===== src/rtl/mbx_pkg.sv =====
package mbx_pkg;
  localparam int ADDR_W = 2;
  localparam logic [ADDR_W-1:0] ADDR_CTRL  = 2'd0;
  localparam logic [ADDR_W-1:0] ADDR_ARG_A = 2'd1;
  localparam logic [ADDR_W-1:0] ADDR_ARG_B = 2'd2;

  // strobes from control to datapath
  typedef struct packed {
    logic wrArgA;
    logic wrArgB;
    logic launch;
    logic capture;
    logic captureErr;
  } mbx_strobe_t;
endpackage


===== src/rtl/mbx_ctrl.sv =====
module mbx_ctrl
  import mbx_pkg::*;
(
  input  logic              clk,
  input  logic              rstN,
  input  logic              busWrEn,
  input  logic [ADDR_W-1:0] busAddr,
  input  logic              doneValid,
  input  logic              doneErr,
  output mbx_strobe_t       stb,
  output logic              busy,
  output logic              err,
  output logic              cmdStart
);
  logic busyQ, errQ, startQ;
  logic hostIdleWr;

  always_comb begin
    hostIdleWr     = busWrEn && !busyQ;
    stb.wrArgA     = hostIdleWr && (busAddr == ADDR_ARG_A);
    stb.wrArgB     = hostIdleWr && (busAddr == ADDR_ARG_B);
    stb.launch     = hostIdleWr && (busAddr == ADDR_CTRL);
    stb.capture    = busyQ && doneValid;
    stb.captureErr = doneErr;
  end

  always_ff @(posedge clk) begin
    if (!rstN) begin
      busyQ  <= 1'b0;
      errQ   <= 1'b0;
      startQ <= 1'b0;
    end else begin
      startQ <= stb.launch;
      if (stb.launch) begin
        busyQ <= 1'b1;
        errQ  <= 1'b0;
      end else if (stb.capture) begin
        busyQ <= 1'b0;
        errQ  <= doneErr;
      end
    end
  end

  assign busy     = busyQ;
  assign err      = errQ;
  assign cmdStart = startQ;
endmodule


===== src/rtl/mbx_datapath.sv =====
module mbx_datapath
  import mbx_pkg::*;
#(
  parameter int DATA_W = 32,
  parameter int ID_W   = 8
) (
  input  logic              clk,
  input  logic              rstN,
  input  mbx_strobe_t       stb,
  input  logic [ADDR_W-1:0] busAddr,
  input  logic [DATA_W-1:0] busWrData,
  input  logic [DATA_W-1:0] doneWord0,
  input  logic [DATA_W-1:0] doneWord1,
  input  logic              busy,
  input  logic              err,
  output logic [DATA_W-1:0] busRdData,
  output logic [DATA_W-1:0] data0,
  output logic [DATA_W-1:0] data1,
  output logic [ID_W-1:0]   cmdId
);
  localparam int PAD_W = DATA_W - 2 - ID_W;

  logic [DATA_W-1:0] data0Q, data1Q;
  logic [ID_W-1:0]   idQ;

  always_ff @(posedge clk) begin
    if (!rstN) begin
      data0Q <= '0;
      data1Q <= '0;
      idQ    <= '0;
    end else begin
      if (stb.wrArgA)  data0Q <= busWrData;
      if (stb.wrArgB)  data1Q <= busWrData;
      if (stb.launch)  idQ    <= busWrData[ID_W-1:0];
      if (stb.capture) begin
        data0Q <= doneWord0;
        if (!stb.captureErr) data1Q <= doneWord1;
      end
    end
  end

  always_comb begin
    case (busAddr)
      ADDR_CTRL:  busRdData = {busy, err, {PAD_W{1'b0}}, idQ};
      ADDR_ARG_A: busRdData = data0Q;
      ADDR_ARG_B: busRdData = data1Q;
      default:    busRdData = '0;
    endcase
  end

  assign data0 = data0Q;
  assign data1 = data1Q;
  assign cmdId = idQ;
endmodule


===== src/rtl/cmd_mailbox.sv =====
module cmd_mailbox
  import mbx_pkg::*;
#(
  parameter int DATA_W = 32,
  parameter int ID_W   = 8
) (
  input  logic              clk,
  input  logic              rstN,
  input  logic              busWrEn,
  input  logic [ADDR_W-1:0] busAddr,
  input  logic [DATA_W-1:0] busWrData,
  output logic [DATA_W-1:0] busRdData,
  output logic              cmdStart,
  output logic [ID_W-1:0]   cmdId,
  output logic [DATA_W-1:0] cmdArg0,
  output logic [DATA_W-1:0] cmdArg1,
  input  logic              doneValid,
  input  logic              doneErr,
  input  logic [DATA_W-1:0] doneWord0,
  input  logic [DATA_W-1:0] doneWord1
);
  mbx_strobe_t stb;
  logic        busy;
  logic        err;

  mbx_ctrl u_ctrl (
    .clk       (clk),
    .rstN      (rstN),
    .busWrEn   (busWrEn),
    .busAddr   (busAddr),
    .doneValid (doneValid),
    .doneErr   (doneErr),
    .stb       (stb),
    .busy      (busy),
    .err       (err),
    .cmdStart  (cmdStart)
  );

  mbx_datapath #(.DATA_W(DATA_W), .ID_W(ID_W)) u_dp (
    .clk       (clk),
    .rstN      (rstN),
    .stb       (stb),
    .busAddr   (busAddr),
    .busWrData (busWrData),
    .doneWord0 (doneWord0),
    .doneWord1 (doneWord1),
    .busy      (busy),
    .err       (err),
    .busRdData (busRdData),
    .data0     (cmdArg0),
    .data1     (cmdArg1),
    .cmdId     (cmdId)
  );
endmodule


===== config.mk =====
export PLATFORM = sky130hd
export DESIGN_NAME = cmd_mailbox
export DESIGN_NICKNAME = d
export VERILOG_FILES = /design/src/rtl/mbx_pkg.sv /design/src/rtl/mbx_ctrl.sv /design/src/rtl/mbx_datapath.sv /design/src/rtl/cmd_mailbox.sv
export SDC_FILE = /design/constraint.sdc
export NUM_CORES = 1
export LEC_CHECK = 0
export BUFFER_PORTS_ARGS = -buffer_cell sky130_fd_sc_hd__buf_2
export CAP_MARGIN = 20
export CORE_ASPECT_RATIO = 0.6
export CORE_UTILIZATION = 44
export DETAILED_ROUTE_END_ITERATION = 6
export PLACE_DENSITY = 0.81
export SYNTH_ARGS = -nofsm -noshare
export SYNTH_HDL_FRONTEND = slang
export SYNTH_SLANG_ARGS = --single-unit

===== constraint.sdc =====
create_clock -name clk -period 1.73 [get_ports clk]
set_input_delay 0.173 -clock clk [delete_from_list [all_inputs] [get_ports clk]]
set_output_delay 0.173 -clock clk [all_outputs]
set_load 0.1 [all_outputs]

# After elaboration in Yosys (flattened, before gate mapping)
# Cells that the tools add are included.
# totals
wordCells	27
input_bits	103
ff_bits	75
output_inout_bits	105
# classes
n_bitwise	1
eq_ne	2
mux	8
n_reduce_logical	10
# ops
cell	count
$mux 32	5
$pmux 32 s3	1
$logic_and 1x1->1	5
$reduce_bool 2->1	2
$eq 2x1->1 const B	1
$eq 2x2->1 const B	1
$logic_not 2->1	1
$mux 1	2
$reduce_or 2->1	1
$logic_not 1->1	1
$not 1->1	1

# Logic depth before layout (Yosys ltp)
# logic_depth
word_depth	6
mapped_depth	6
depth_no_buf	3

# Modules after synthesis
# A second synthesis with hierarchy kept.
# unflattened
hier_cells	383
hier_area_um2	4460.5
# modules_own_cells
module	cells_each	seq_area_each_um2	area_each_um2	instances
mbx_datapath	368	1441.4	4291.6	1
mbx_ctrl	15	60.1	168.9	1

# Worst setup path after synthesis
# Ideal clock, no wire load.
# synth_timing
path_type	register to output
start	reg u_dp.data0Q[2], in the netlist u_dp.data0[2]
end	out busRdData[2]
slack_ns	-1.687
path_buffers	0
arrival_time_ns	3.244
stages_incl_launch_ff	3
t_required_ns	1.557
cell_sequence	dfxtp_1 mux2i_1 o21ai_0
# synth_between
elab_chain_cells	1
# synth_lines
element	line_no	text
start: declaration	mbx_datapath.sv:23	logic [DATA_W-1:0] data0Q, data1Q;
start signal: assignment	mbx_datapath.sv:32	if (stb.wrArgA) data0Q <= busWrData;
start signal: assignment	mbx_datapath.sv:36	data0Q <= doneWord0;
$pmux 32 s3	mbx_datapath.sv:43	case (busAddr)
end: declaration	cmd_mailbox.sv:12	output logic [DATA_W-1:0] busRdData,
# Every way passes these cells.

# Worst setup path in the final report
# layout_timing
start	reg u_ctrl.busyQ, in the netlist u_ctrl.busy
end	reg u_dp.idQ[4], in the netlist u_dp.cmdId[4]
# layout_between
elab_chain_cells	3
# layout_lines
element	line_no	text
start: declaration	mbx_ctrl.sv:15	logic busyQ, errQ, startQ;
start signal: assignment	mbx_ctrl.sv:29	busyQ <= 1'b0;
start signal: assignment	mbx_ctrl.sv:35	busyQ <= 1'b1;
start signal: assignment	mbx_ctrl.sv:38	busyQ <= 1'b0;
$logic_not 1->1	mbx_ctrl.sv:19	hostIdleWr = busWrEn && !busyQ;
$logic_and 1x1->1	mbx_ctrl.sv:19	
$logic_and 1x1->1	mbx_ctrl.sv:22	stb.launch = hostIdleWr && (busAddr == ADDR_CTRL);
end signal: assignment	mbx_datapath.sv:34	if (stb.launch) idQ <= busWrData[ID_W-1:0];
end: declaration	mbx_datapath.sv:24	logic [ID_W-1:0] idQ;
# Every way passes these cells.
# A chain may end at the register's enable or synchronous reset.

==> results.toml <==
[job]
timing.max_cap.violations = 0

[sta]
final_max_slew_viol_count = 0
holdWs_ns = 0.0939
fin_crit_sh_pct = 89.4
fin_crit_ns = 1.55
setup_viol = 0
finalHoldViolCount = 0
skew_ns = 0.00415
max_freq_mhz = 647
rsz0062_at_grt = "false"
relSlewSlack_pct = 47.0
worst-slew-pin-transition_ns = 0.794

[final_layout]
diodes = 0
area_delta_synth_final_pct = 58.3
nets = 729
fin_cells = 734
drive_above_1_share_pct = 53.5

[cts]
cts.reportedPaths.clkPinSlew_ns = 0.06
clock_sinks = 75
clock_path_buffers = 2
clockRootBuffer = "clkbuf_16"
htreeDepth = 3
clk_latency_ns = 0.33
cts_setup_buffers = 0
cts_tree = "built"
cts_buffers = 9

[route]
drt_wl_total_mm = 13.2
drtAntennaViolNets = 0
vias = 4289
first_pass_iters = 5
detail_route.drc_violations = 0
drt_iter0_markers = 372
wl_per_cell_um = 18.0
viasPerCell = 5.84

[worst_setup_path]
critPathBufInv = 0
critPathMaxStageDelay_ns = 0.63
cp.arrival_ns = 1.81
critPathSlowestCell = "nor2b_1"
critPathKind = "flop to flop"
setup.worst_path.start_class = "flop"
path_max_fanout = 10
endpoint_kind = "flop"
cp.required_ns = 2.00
path_delay_family = "simple AND/OR/NAND/NOR gates"
crit_chain = "nor4b_2 -> nor2b_1 -> a22o_1"

[logic_synthesis]
synth_common_cells = "101 x nand2_1, 75 x dfxtp_1, 46 x o21ai_0"
synthFlopType = "dfxtp_1"
syn_avg_cell_area_um2 = 8.17
ys_warn_count = 0
async_flop_share_pct = 0
yosysTopAreaCell = "dfxtp_1"
yosys.cell_types.count = 23
synthTopCellsByArea = "dfxtp_1 42%, nand2_1 11%, a31oi_1 7.7%, a22o_1 7.4%, o21ai_0 6.5%"
synth_edf_count = 0
seq_area_frac_synth_pct = 42.2
synth.ff_latch_count = 75
synth_most_common_cell = "nand2_1"
yosysTopAreaCellShare_pct = 42.2
syn_area_um2 = 3550
syn_inst = 435
syn_nets = 538

[die]
io_pins = 208
die_h_um = 71.6
core_um2 = 7540
die_w_um = 118
row_count = 24
initial_core_util_pct = 47.2
dieArea_um2 = 8450

[global_route]
antenna_found_initial = 1
grt_pass1_wl_mm = 20.9
grt_pass1_vias = 4174
grt_max_degree = 44
overflow = 0
track_usage_pct = 31.8

[placement]
dp_cells = 719
routabilityCongestion = 0.899
dpl.hpwl_mm = 9.63
io_buffers = 207

[worst_hold_path]
hp-class = "primary input to flop"

[power]
power_mw = 5.08
p_leak_nw = 2.45
vdd_drop_max_v = 0.000633
p_per_area_nw_per_um2 = 902

[outcome]
status = "finished, final reports clean"
worst paths after layout:
kind	slack, ns	startpoint	end	depth (start not counted)
max	0.18	u_ctrl.busy$_SDFFE_PN0P_	u_dp.cmdId[4]$_SDFFE_PN0P_	3
min	0.09	busWrData[2]	u_dp.cmdId[2]$_SDFFE_PN0P_	2
max reg2reg	0.18	u_ctrl.busy$_SDFFE_PN0P_	u_dp.cmdId[4]$_SDFFE_PN0P_	3
min reg2reg	0.47	u_ctrl.err$_SDFFE_PP0P_	u_ctrl.err$_SDFFE_PP0P_	2
worst reg2reg max path: stages, from the launching register on:
cell and delay [ns]:
dfxtp_1 0.49, nor4b_2 0.10, nor2b_1 0.63, a22o_1 0.26
routing by layer:
metal	wire, µm	vias to the layer above	GRT usage, %
met4	209	0	9.97
met3	1190	26	9.16
met5	0	-	0
met1	5390	2061	38.2
met2	6390	241	55.7
li1	-	1961	-
report_power, final:
part           leakage, nW  internal, mW  total, mW  switching (mW)
sequential           0.638          1.82       1.89          0.0669
clock                0.136          1.10       1.78           0.675
combinational         1.68         0.362       1.41            1.05
total                 2.45          3.29       5.08            1.79
area by class of cell:
cell class | instances | area [µm²]
inverters | 1 | 3.75
repair buffers | 227 | 1680
clock buffers | 12 | 236
well taps | 104 | 130
clock inverters | 3 | 40.0
fillers | 540 | 1910
flip-flops and latches | 75 | 1580
multi-input cells | 312 | 1960
flip-flops by register name, summed over array words and instances (netlist names):
name	flops
u_ctrl.busy	1
u_dp.data1	32
u_ctrl.err	1
u_ctrl.cmdStart	1
u_dp.cmdId	8
u_dp.data0	32
cell families after synthesis:
group | share of synthesized area (%)
simple gates | 16.3
buf+inv | 6.97
flops | 42.2
compound gates | 31.6
mux | 2.82
per-stage QoR:
| stage | instance area [µm²] | utilization [%] | setup slack (ns) | TNS (ns) |
|---|---|---|---|---|
| after global routing | 5630 | 74.7 | 0.0912 | 0 |
| final | 5630 | 74.7 | 0.184 | 0 |
| after floorplan | 3770 | - | -0.241 | -0.241 |
| after global placement | 5350 | 70.9 | 0.0410 | 0 |
| after detailed placement | 5350 | 70.9 | -0.0304 | -0.467 |
| after CTS | 5630 | 74.7 | 0.199 | 0 |
placed cells by master, fill, tap and decap left out, types with 2 or more instances in the layout:
master	instances
buf_2	175
nand2_1	101
dfxtp_2	61
a31oi_1	44
o21ai_0	36
buf_12	33
a22o_2	22
a22oi_1	20
nand3_1	20
a21boi_1	20
buf_4	19
dfxtp_1	14
mux2i_1	10
o21ai_4	10
clkbuf_16	9
o21ai_1	8
a22o_1	8
clkbuf_1	3
and4bb_1	2
and2_1	2
clkinv_2	2
repair_timing:
| action | in CTS | in global routing |
|---|---|---|
| gates resized for setup | 1 | 0 |
| hold buffers | 0 | 0 |
| endpoints found under the setup margin | 22 | 0 |
Power figures use the tool's default switching activity.
